--- src/rtl/pwrbtn_fsm.sv ---
module pwrbtn_fsm #(
  parameter int POR_TICKS   = 1000,
  parameter int HOLD_TICKS  = 5000,
  parameter int PRESS_TICKS = 50,
  parameter bit SKIP_POR    = 1'b0
) (
  input  logic       clk,
  input  logic       rst_n,
  input  logic       tick,
  input  logic       btn_n,
  input  logic       pwr_req,
  input  logic       fault,
  input  logic       hard_rst,
  input  logic       pg_aon,
  input  logic       seq_done,
  output logic       rst_out_n,
  output logic       seq_up,
  output logic       seq_down,
  output logic [1:0] state_code
);
  localparam int MAXT  = (POR_TICKS > HOLD_TICKS) ?
                         ((POR_TICKS > PRESS_TICKS) ? POR_TICKS : PRESS_TICKS) :
                         ((HOLD_TICKS > PRESS_TICKS) ? HOLD_TICKS : PRESS_TICKS);
  localparam int CNT_W = $clog2(MAXT + 1);
  localparam logic [CNT_W-1:0] POR_END   = CNT_W'(POR_TICKS - 1);
  localparam logic [CNT_W-1:0] HOLD_END  = CNT_W'(HOLD_TICKS - 1);
  localparam logic [CNT_W-1:0] PRESS_END = CNT_W'(PRESS_TICKS - 1);

  typedef enum logic [1:0] {PDN = 2'd0, POFF = 2'd1, PUP = 2'd2, PON = 2'd3} st_t;
  localparam st_t INIT = SKIP_POR ? POFF : PDN;

  st_t state, nxt;
  logic [CNT_W-1:0] cnt;
  logic req_q;

  wire req_fall = req_q && !pwr_req;
  wire go_down  = fault || hard_rst || req_fall;
  wire pressed  = !btn_n && tick;

  always_comb begin
    nxt = state;
    case (state)
      PDN:  if (tick && cnt == POR_END) nxt = POFF;
      POFF: if (pwr_req || (pressed && cnt == PRESS_END)) nxt = PUP;
      PUP:  if (go_down) nxt = PDN;
            else if (seq_done) nxt = PON;
      PON:  if (go_down || (pressed && cnt == HOLD_END)) nxt = PDN;
      default: nxt = PDN;
    endcase
  end

  wire btn_state = (state == POFF) || (state == PON);

  always_ff @(posedge clk or negedge rst_n) begin
    if (!rst_n) begin
      state     <= INIT;
      cnt       <= '0;
      req_q     <= 1'b0;
      rst_out_n <= 1'b0;
      seq_up    <= 1'b0;
      seq_down  <= !SKIP_POR;
    end else begin
      state     <= nxt;
      req_q     <= pwr_req;
      rst_out_n <= pg_aon && (nxt != PDN);
      seq_up    <= (nxt == PUP);
      seq_down  <= (nxt == PDN);
      if (nxt != state || (btn_state && btn_n)) cnt <= '0;
      else if (tick) cnt <= cnt + 1'b1;
    end
  end

  assign state_code = state;

  a_r3_rst_needs_on: assert property (@(posedge clk) disable iff (!rst_n)
    rst_out_n |-> state != PDN);

  a_r8_fault_down: assert property (@(posedge clk) disable iff (!rst_n)
    ((state == PUP || state == PON) && fault) |=> state == PDN);

  a_r6_req_up: assert property (@(posedge clk) disable iff (!rst_n)
    (state == POFF && pwr_req) |=> state == PUP);

  a_r7_done_on: assert property (@(posedge clk) disable iff (!rst_n)
    (state == PUP && seq_done && !fault && !hard_rst && !req_fall) |=> state == PON);

  a_r10_standby_holds: assert property (@(posedge clk) disable iff (!rst_n)
    (state == POFF && !pwr_req && btn_n) |=> state == POFF);

  a_r2_no_tick_hold: assert property (@(posedge clk) disable iff (!rst_n)
    (state == PDN && !tick) |=> state == PDN);

  a_r11_flags: assert property (@(posedge clk) disable iff (!rst_n)
    !(seq_up && seq_down));
endmodule

--- config.mk ---
export PLATFORM = sky130hd
export DESIGN_NAME = pwrbtn_fsm
export DESIGN_NICKNAME = d
export VERILOG_FILES = /design/src/rtl/pwrbtn_fsm.sv
export SDC_FILE = /design/constraint.sdc
export NUM_CORES = 1
export LEC_CHECK = 0
export BUFFER_PORTS_ARGS = -buffer_cell sky130_fd_sc_hd__buf_4
export CORE_ASPECT_RATIO = 0.5
export CORE_MARGIN = 10
export CORE_UTILIZATION = 30
export CTS_BUF_LIST = sky130_fd_sc_hd__clkbuf_4 sky130_fd_sc_hd__clkbuf_8 sky130_fd_sc_hd__clkbuf_16
export CTS_CLUSTER_DIAMETER = 80
export DETAILED_ROUTE_END_ITERATION = 10
export GPL_TIMING_DRIVEN = 0
export MAX_ROUTING_LAYER = met4
export PLACE_DENSITY_LB_ADDON = 0.05
export SYNTH_ARGS = -nofsm -noshare
export SYNTH_HDL_FRONTEND = slang
export SYNTH_SLANG_ARGS = --single-unit
--- constraint.sdc ---
create_clock -name clk -period 2.3 [get_ports clk]
set_clock_uncertainty 0.2 [all_clocks]
set_input_delay 0.115 -clock clk [delete_from_list [all_inputs] [get_ports clk]]
set_output_delay 0.115 -clock clk [all_outputs]
set_load 0.05 [all_outputs]
Yosys cells after proc, flatten, opt, wreduce, memory -nomap -nowiden
Cells that the tools add are included.
{ "totals": {"inputBits": 9, "reg_bits": 19, "wordCells": 42} }
{ "op_classes": {"n_reduce_logical": 19, "mux": 8, "eq_ne": 8, "addsub": 1} }
{ "ops": {"columns": ["cell", "n"], "rows": [
  ["two-way mux 13 bit", 2],
  ["adder 13 x 1 -> 13 bit, second input constant", 1],
  ["== test 13 x 10 -> 1 bit, second input constant", 1],
  ["== test 13 bit, second input constant", 1],
  ["== test 13 x 6 -> 1 bit, second input constant", 1],
  ["two-way mux 2 bit", 5],
  ["case mux 2 bit (4 select lines)", 1],
  ["logical AND 1 bit", 7],
  ["== test 2 bit, second input constant", 3],
  ["logical OR 1 bit", 6],
  ["zero test 2 bit", 2],
  ["nonzero test 2 bit", 2],
  ["== test 2 x 1 -> 1 bit, second input constant", 1],
  ["zero test 1 bit", 2],
  ["inequality test 2 bit", 1]
]} }

Depth between registers and ports, before layout
{ "depth": {"depth_word": 9, "depth_mapped": 7, "ltp_nobuf": 6} }

Least setup slack after synthesis
OpenSTA, ideal clock, no wires.
{ "synth_timing": {"path_kind": "reg2reg", "from": "reg state[1] (netlist: state_code[1])", "to": "reg cnt[10]", "path_slack_ps": 216, "period_less_slack_ps": 2084, "path_buffers": 1, "path_stages_with_launch": 6, "required_time_ps": 1953, "arrival_time_ps": 1737, "path_cell_list": "dfrtp_1 > nor4b_1 > nand3_1 > o221ai_1 > clkbuf_1 > a221oi_1"} }
{ "synth_between": {"elab_chain_len": 6, "elab_cells_between_ends": 16, "classes_between": "4 x eq/ne; 7 x mux; 5 x reduce/logical"} }
{ "synth_rtl": {"columns": ["item", "line", "text"], "rows": [
  ["start, declared", "32", "st_t state, nxt;"],
  ["start signal, assigned", "63", "state <= nxt;"],
  ["two-way mux 2 bit", "46", "else if (seq_done) nxt = PON;"],
  ["two-way mux 2 bit", "45", "PUP: if (go_down) nxt = PDN;"],
  ["case mux 2 bit (4 select lines)", "42", "case (state)"],
  ["inequality test 2 bit", "68", "if (nxt != state || (btn_state && btn_n)) cnt <= '0;"],
  ["logical OR 1 bit *", "68", null],
  ["two-way mux 13 bit / nonzero test 2 bit (equally long branches)", null, null],
  ["end signal, assigned", "69", "else if (tick) cnt <= cnt + 1'b1;"],
  ["end, declared", "33", "logic [CNT_W-1:0] cnt;"]
]} }
Mark *: on every way between the ends. The rest lies on a longest branch, timed or not.
A chain may end at the register's enable or synchronous reset.

Final worst setup path
{ "layout_timing": {"from": "reg cnt[6]", "to": "reg cnt[5]"} }
{ "layout_between": {"elab_chain_len": 8, "elab_cells_between_ends": 16, "classes_between": "4 x eq/ne; 5 x mux; 7 x reduce/logical"} }
{ "layout_rtl": {"columns": ["item", "line"], "rows": [
  ["== test 13 bit / == test 13 x 6 -> 1 bit (equally long branches)", "47, 44"],
  ["logical AND 1 bit, on equally long branches", "47, 44"],
  ["logical OR 1 bit, on equally long branches", "47, 44"],
  ["two-way mux 2 bit, on equally long branches", "47, 44"],
  ["case mux 2 bit (4 select lines) *", "42"],
  ["inequality test 2 bit *", "68"],
  ["logical OR 1 bit *", "68"],
  ["two-way mux 13 bit / nonzero test 2 bit (equally long branches)", null]
]} }
Marks and branches as above.

==> impl_metrics.py <==
metrics = {
    "timing": {
        "period_share_pct": 94.2,
        "maxSlewHeadroom_pct": 65.6,
        "slew_violations": 0,
        "finalSetupTns_ns": 0,
        "whs_ns": 0.0375,
        "setup-violations-final": 0,
        "period_needed_ns": 2.17,
        "hold_viol_final": 0,
        "fin_ws_ns": 0.132,
        "tightest_slew_ns": 0.515,
        "rsz0062_at_grt": "no",
        "fmax_mhz": 461,
    },
    "synthesis": {
        "yosys.area.top_type_share_pct": 40.4,
        "synth_cell_types": 40,
        "yosysMostFrequentCell": "dfrtp_1",
        "netlist_area_mm2": 0.00111,
        "yosysTopAreaCell": "dfrtp_1",
        "synth_edf_count": 0,
        "synth.top_cells.by_count": "18 x dfrtp_1, 12 x a221oi_1, 8 x xnor2_1",
        "synthCells": 112,
        "synth-compound-area-share_pct": 19.7,
        "postSynthAreaPerCell_um2": 9.94,
        "synthXorXnorAreaFrac_pct": 8.65,
        "yosys.area_share.simple_pct": 21.8,
        "synthAdderAreaFrac_pct": 2.25,
        "yosys_warnings": 0,
        "synth_ff_type": "dfrtp_1",
        "synth_nets": 123,
        "synth_top_family_by_area": "simple AND/OR/NAND/NOR gates",
        "seq_area_frac_synth_pct": 42.8,
        "ys_ff_latch": 19,
        "async_reset_ff_share_pct": 100,
        "synth_area_leaders": "dfrtp_1 40%, a221oi_1 9.4%, xnor2_1 6.3%, nand3_1 3.1%, dfstp_2 2.4%",
        "synth_mux_area_share_pct": 0,
    },
    "power_and_ir_drop": {
        "leakage_nw": 0.553,
        "switching_share_pct": 33.3,
        "peakVddDrop_mv": 0.206,
        "p_sw_mw": 0.339,
        "pwr-share-seq_pct": 46.6,
        "total_power_mw": 1.02,
        "powerDensity_mw_per_mm2": 725,
        "combPwrFrac_pct": 29.3,
        "internal_power_mw": 0.678,
        "clkPwrFrac_pct": 24.1,
    },
    "floorplan": {
        "row_count": 15,
        "die_area_mm2": 0.00670,
        "die_x_um": 106,
        "initial_core_util_pct": 31.7,
        "die_h_um": 63.1,
        "io_pins": 14,
        "coreArea_mm2": 0.00351,
    },
    "clock_tree": {
        "cts.htree.levels": 1,
        "cts_sinks": 19,
        "path_clk_slew_ns": 0.07,
        "clockBufferDepth": 2,
        "clkLatencyLatePin_ns": 0.25,
        "tritoncts": "done",
        "cts_setup_buffers": 0,
        "root_buffer": "clkbuf_8",
        "cts_buffers": 3,
    },
    "setup_path": {
        "reg2regPathDepth": 6,
        "worstPathArrival_ns": 2.07,
        "start_kind": "flop",
        "worst_path_max_delay_cell": "nor4bb_2",
        "endpoint_kind": "flop",
        "cp.required_ns": 2.20,
        "critical_path_class": "reg2reg",
        "cp_max_fo": 10,
        "path_cells": "buf_4 -> nor4bb_2 -> a41oi_2 -> o21ai_2 -> buf_2 -> a221oi_1",
        "critPathMaxStageDelay_ns": 0.40,
    },
    "final_layout": {
        "instances_no_fill": 182,
        "nets": 143,
        "n_antenna_cell": 0,
        "drive_above_1_share_pct": 25.2,
        "area_growth_pct": 26.0,
    },
    "worst_hold_path": {
        "min_path_cells": 3,
        "hold_class": "in2reg",
    },
    "placement": {
        "place.gp.congestion": 0.742,
        "dpl_worst_slack_ns": -0.171,
        "dpl.cell_count": 175,
        "hpwl_um": 2180,
        "io_buffers": 12,
    },
    "detailed_routing": {
        "avgRoutedWirePerCell_um": 17.3,
        "dr.first_iter.drc_count": 99,
        "vias": 983,
        "drtPass1Iterations": 4,
        "routed_wl_um": 3140,
        "ant_nets": 0,
        "avgViaCountPerCell": 5.40,
        "drc": 0,
    },
    "run": {
        "cap_violations": 0,
    },
    "global_route": {
        "grt_usage_pct": 9.73,
        "grt_pass1_wl_um": 5150,
        "grt_max_degree": 20,
        "antenna_found_initial": 0,
        "grt_pass1_vias": 986,
        "grt-ovfl-total": 0,
    },
    "status": {
        "status": "finished, final reports clean",
    },
}
logic make-up (layout without fill, tap and decap cells):
group / after synthesis / in the layout
XOR/XNOR: 11 / 11
buffers and inverters: 12 / 31
adder cells (fa/ha/maj): 2 / 2
AND/OR/NAND/NOR: 42 / 42
flip-flops: 19 / 19
AO/OA/AOI/OAI: 26 / 26
cells in the final DEF (no fill, tap or decap), types with 2 or more instances in the layout:
| master | n |
|---|---|
| nor2_1 | 7 |
| nand4_1 | 2 |
| buf_2 | 3 |
| xnor2_1 | 8 |
| clkbuf_8 | 3 |
| dlygate4sd3_1 | 3 |
| nand2_1 | 5 |
| inv_1 | 5 |
| nand2b_1 | 2 |
| ha_1 | 2 |
| dfrtp_1 | 18 |
| a221oi_1 | 12 |
| nor4_1 | 2 |
| buf_4 | 14 |
| nand3_1 | 7 |
| o21bai_1 | 2 |
| xor2_1 | 3 |
| nor4bb_2 | 2 |
| nor3_1 | 4 |
routing by layer:
metal | part of all wire, % | vias to the layer above | global-route usage [%] | routed length (µm)
met4 | 0.32 | 0 | 1.01 | 10
met3 | 7.2 | 2 | 4.16 | 225
met5 | 0 | - | - | 0
met1 | 49 | 489 | 12.9 | 1530
li1 | - | 468 | - | -
met2 | 44 | 24 | 13.7 | 1370
stage by stage:
| step | utilization, % | area (µm²) |
|---|---|---|
| after floorplan | - | 1110 |
| after global placement | 36.1 | 1270 |
| after detailed placement | 36.1 | 1270 |
| after CTS | 38.6 | 1360 |
| after global routing | 40.0 | 1400 |
| final | 40.0 | 1400 |
sequential cells by signal (all words and copies together), names as in the netlist:
signal      count
cnt            13
rst_out_n       1
state_code      2
req_q           1
seq_down        1
seq_up          1
timing repair:
action,in CTS,in global routing
hold buffers,3,0
gates resized for setup,3,8
endpoints found under the setup margin,10,12
endpoints found under the hold margin,21,0
cloned,0,0
layout make-up:
cell class | count | area, µm²
Tap cell | 51 | 63.8
Clock buffer | 4 | 48.8
Multi-Input combinational cell | 81 | 636
Fill cell | 361 | 2110
Buffer | 7 | 38.8
Sequential cell | 19 | 477
Timing Repair Buffer | 15 | 120
Inverter | 5 | 18.8
worst max-delay path: cells and delay by family, from the launching register on:
kind | cells | cell delay (ns)
and+or+nand+nor | 1 | 0.40
DFF | 1 | 0.36
buffers and inverters | 2 | 0.44
AOI/OAI and AO/OA | 3 | 0.60
power by group through the flow:
stage	logic, mW	registers [mW]	clock network (mW)
final	0.298	0.474	0.246
after global routing	0.330	0.484	0.274
after CTS	0.287	0.471	0.262
after detailed placement	0.277	0.473	0
after global placement	0.273	0.476	0
after floorplan	0.209	0.454	0
final timing paths:
path	endpoint	startpoint	slack, ns
min in group asynchronous	req_q$_DFF_PN0_	rst_n	0.07
min reg2reg	cnt[10]$_DFFE_PN0P_	cnt[10]$_DFFE_PN0P_	0.42
max	cnt[5]$_DFFE_PN0P_	cnt[6]$_DFFE_PN0P_	0.13
max in group asynchronous	seq_down$_DFF_PN1_	rst_n	1.56
max reg2reg	cnt[5]$_DFFE_PN0P_	cnt[6]$_DFFE_PN0P_	0.13
min	cnt[0]$_DFFE_PN0P_	tick	0.04
Note: power is estimated with default switching activity, not from simulation.
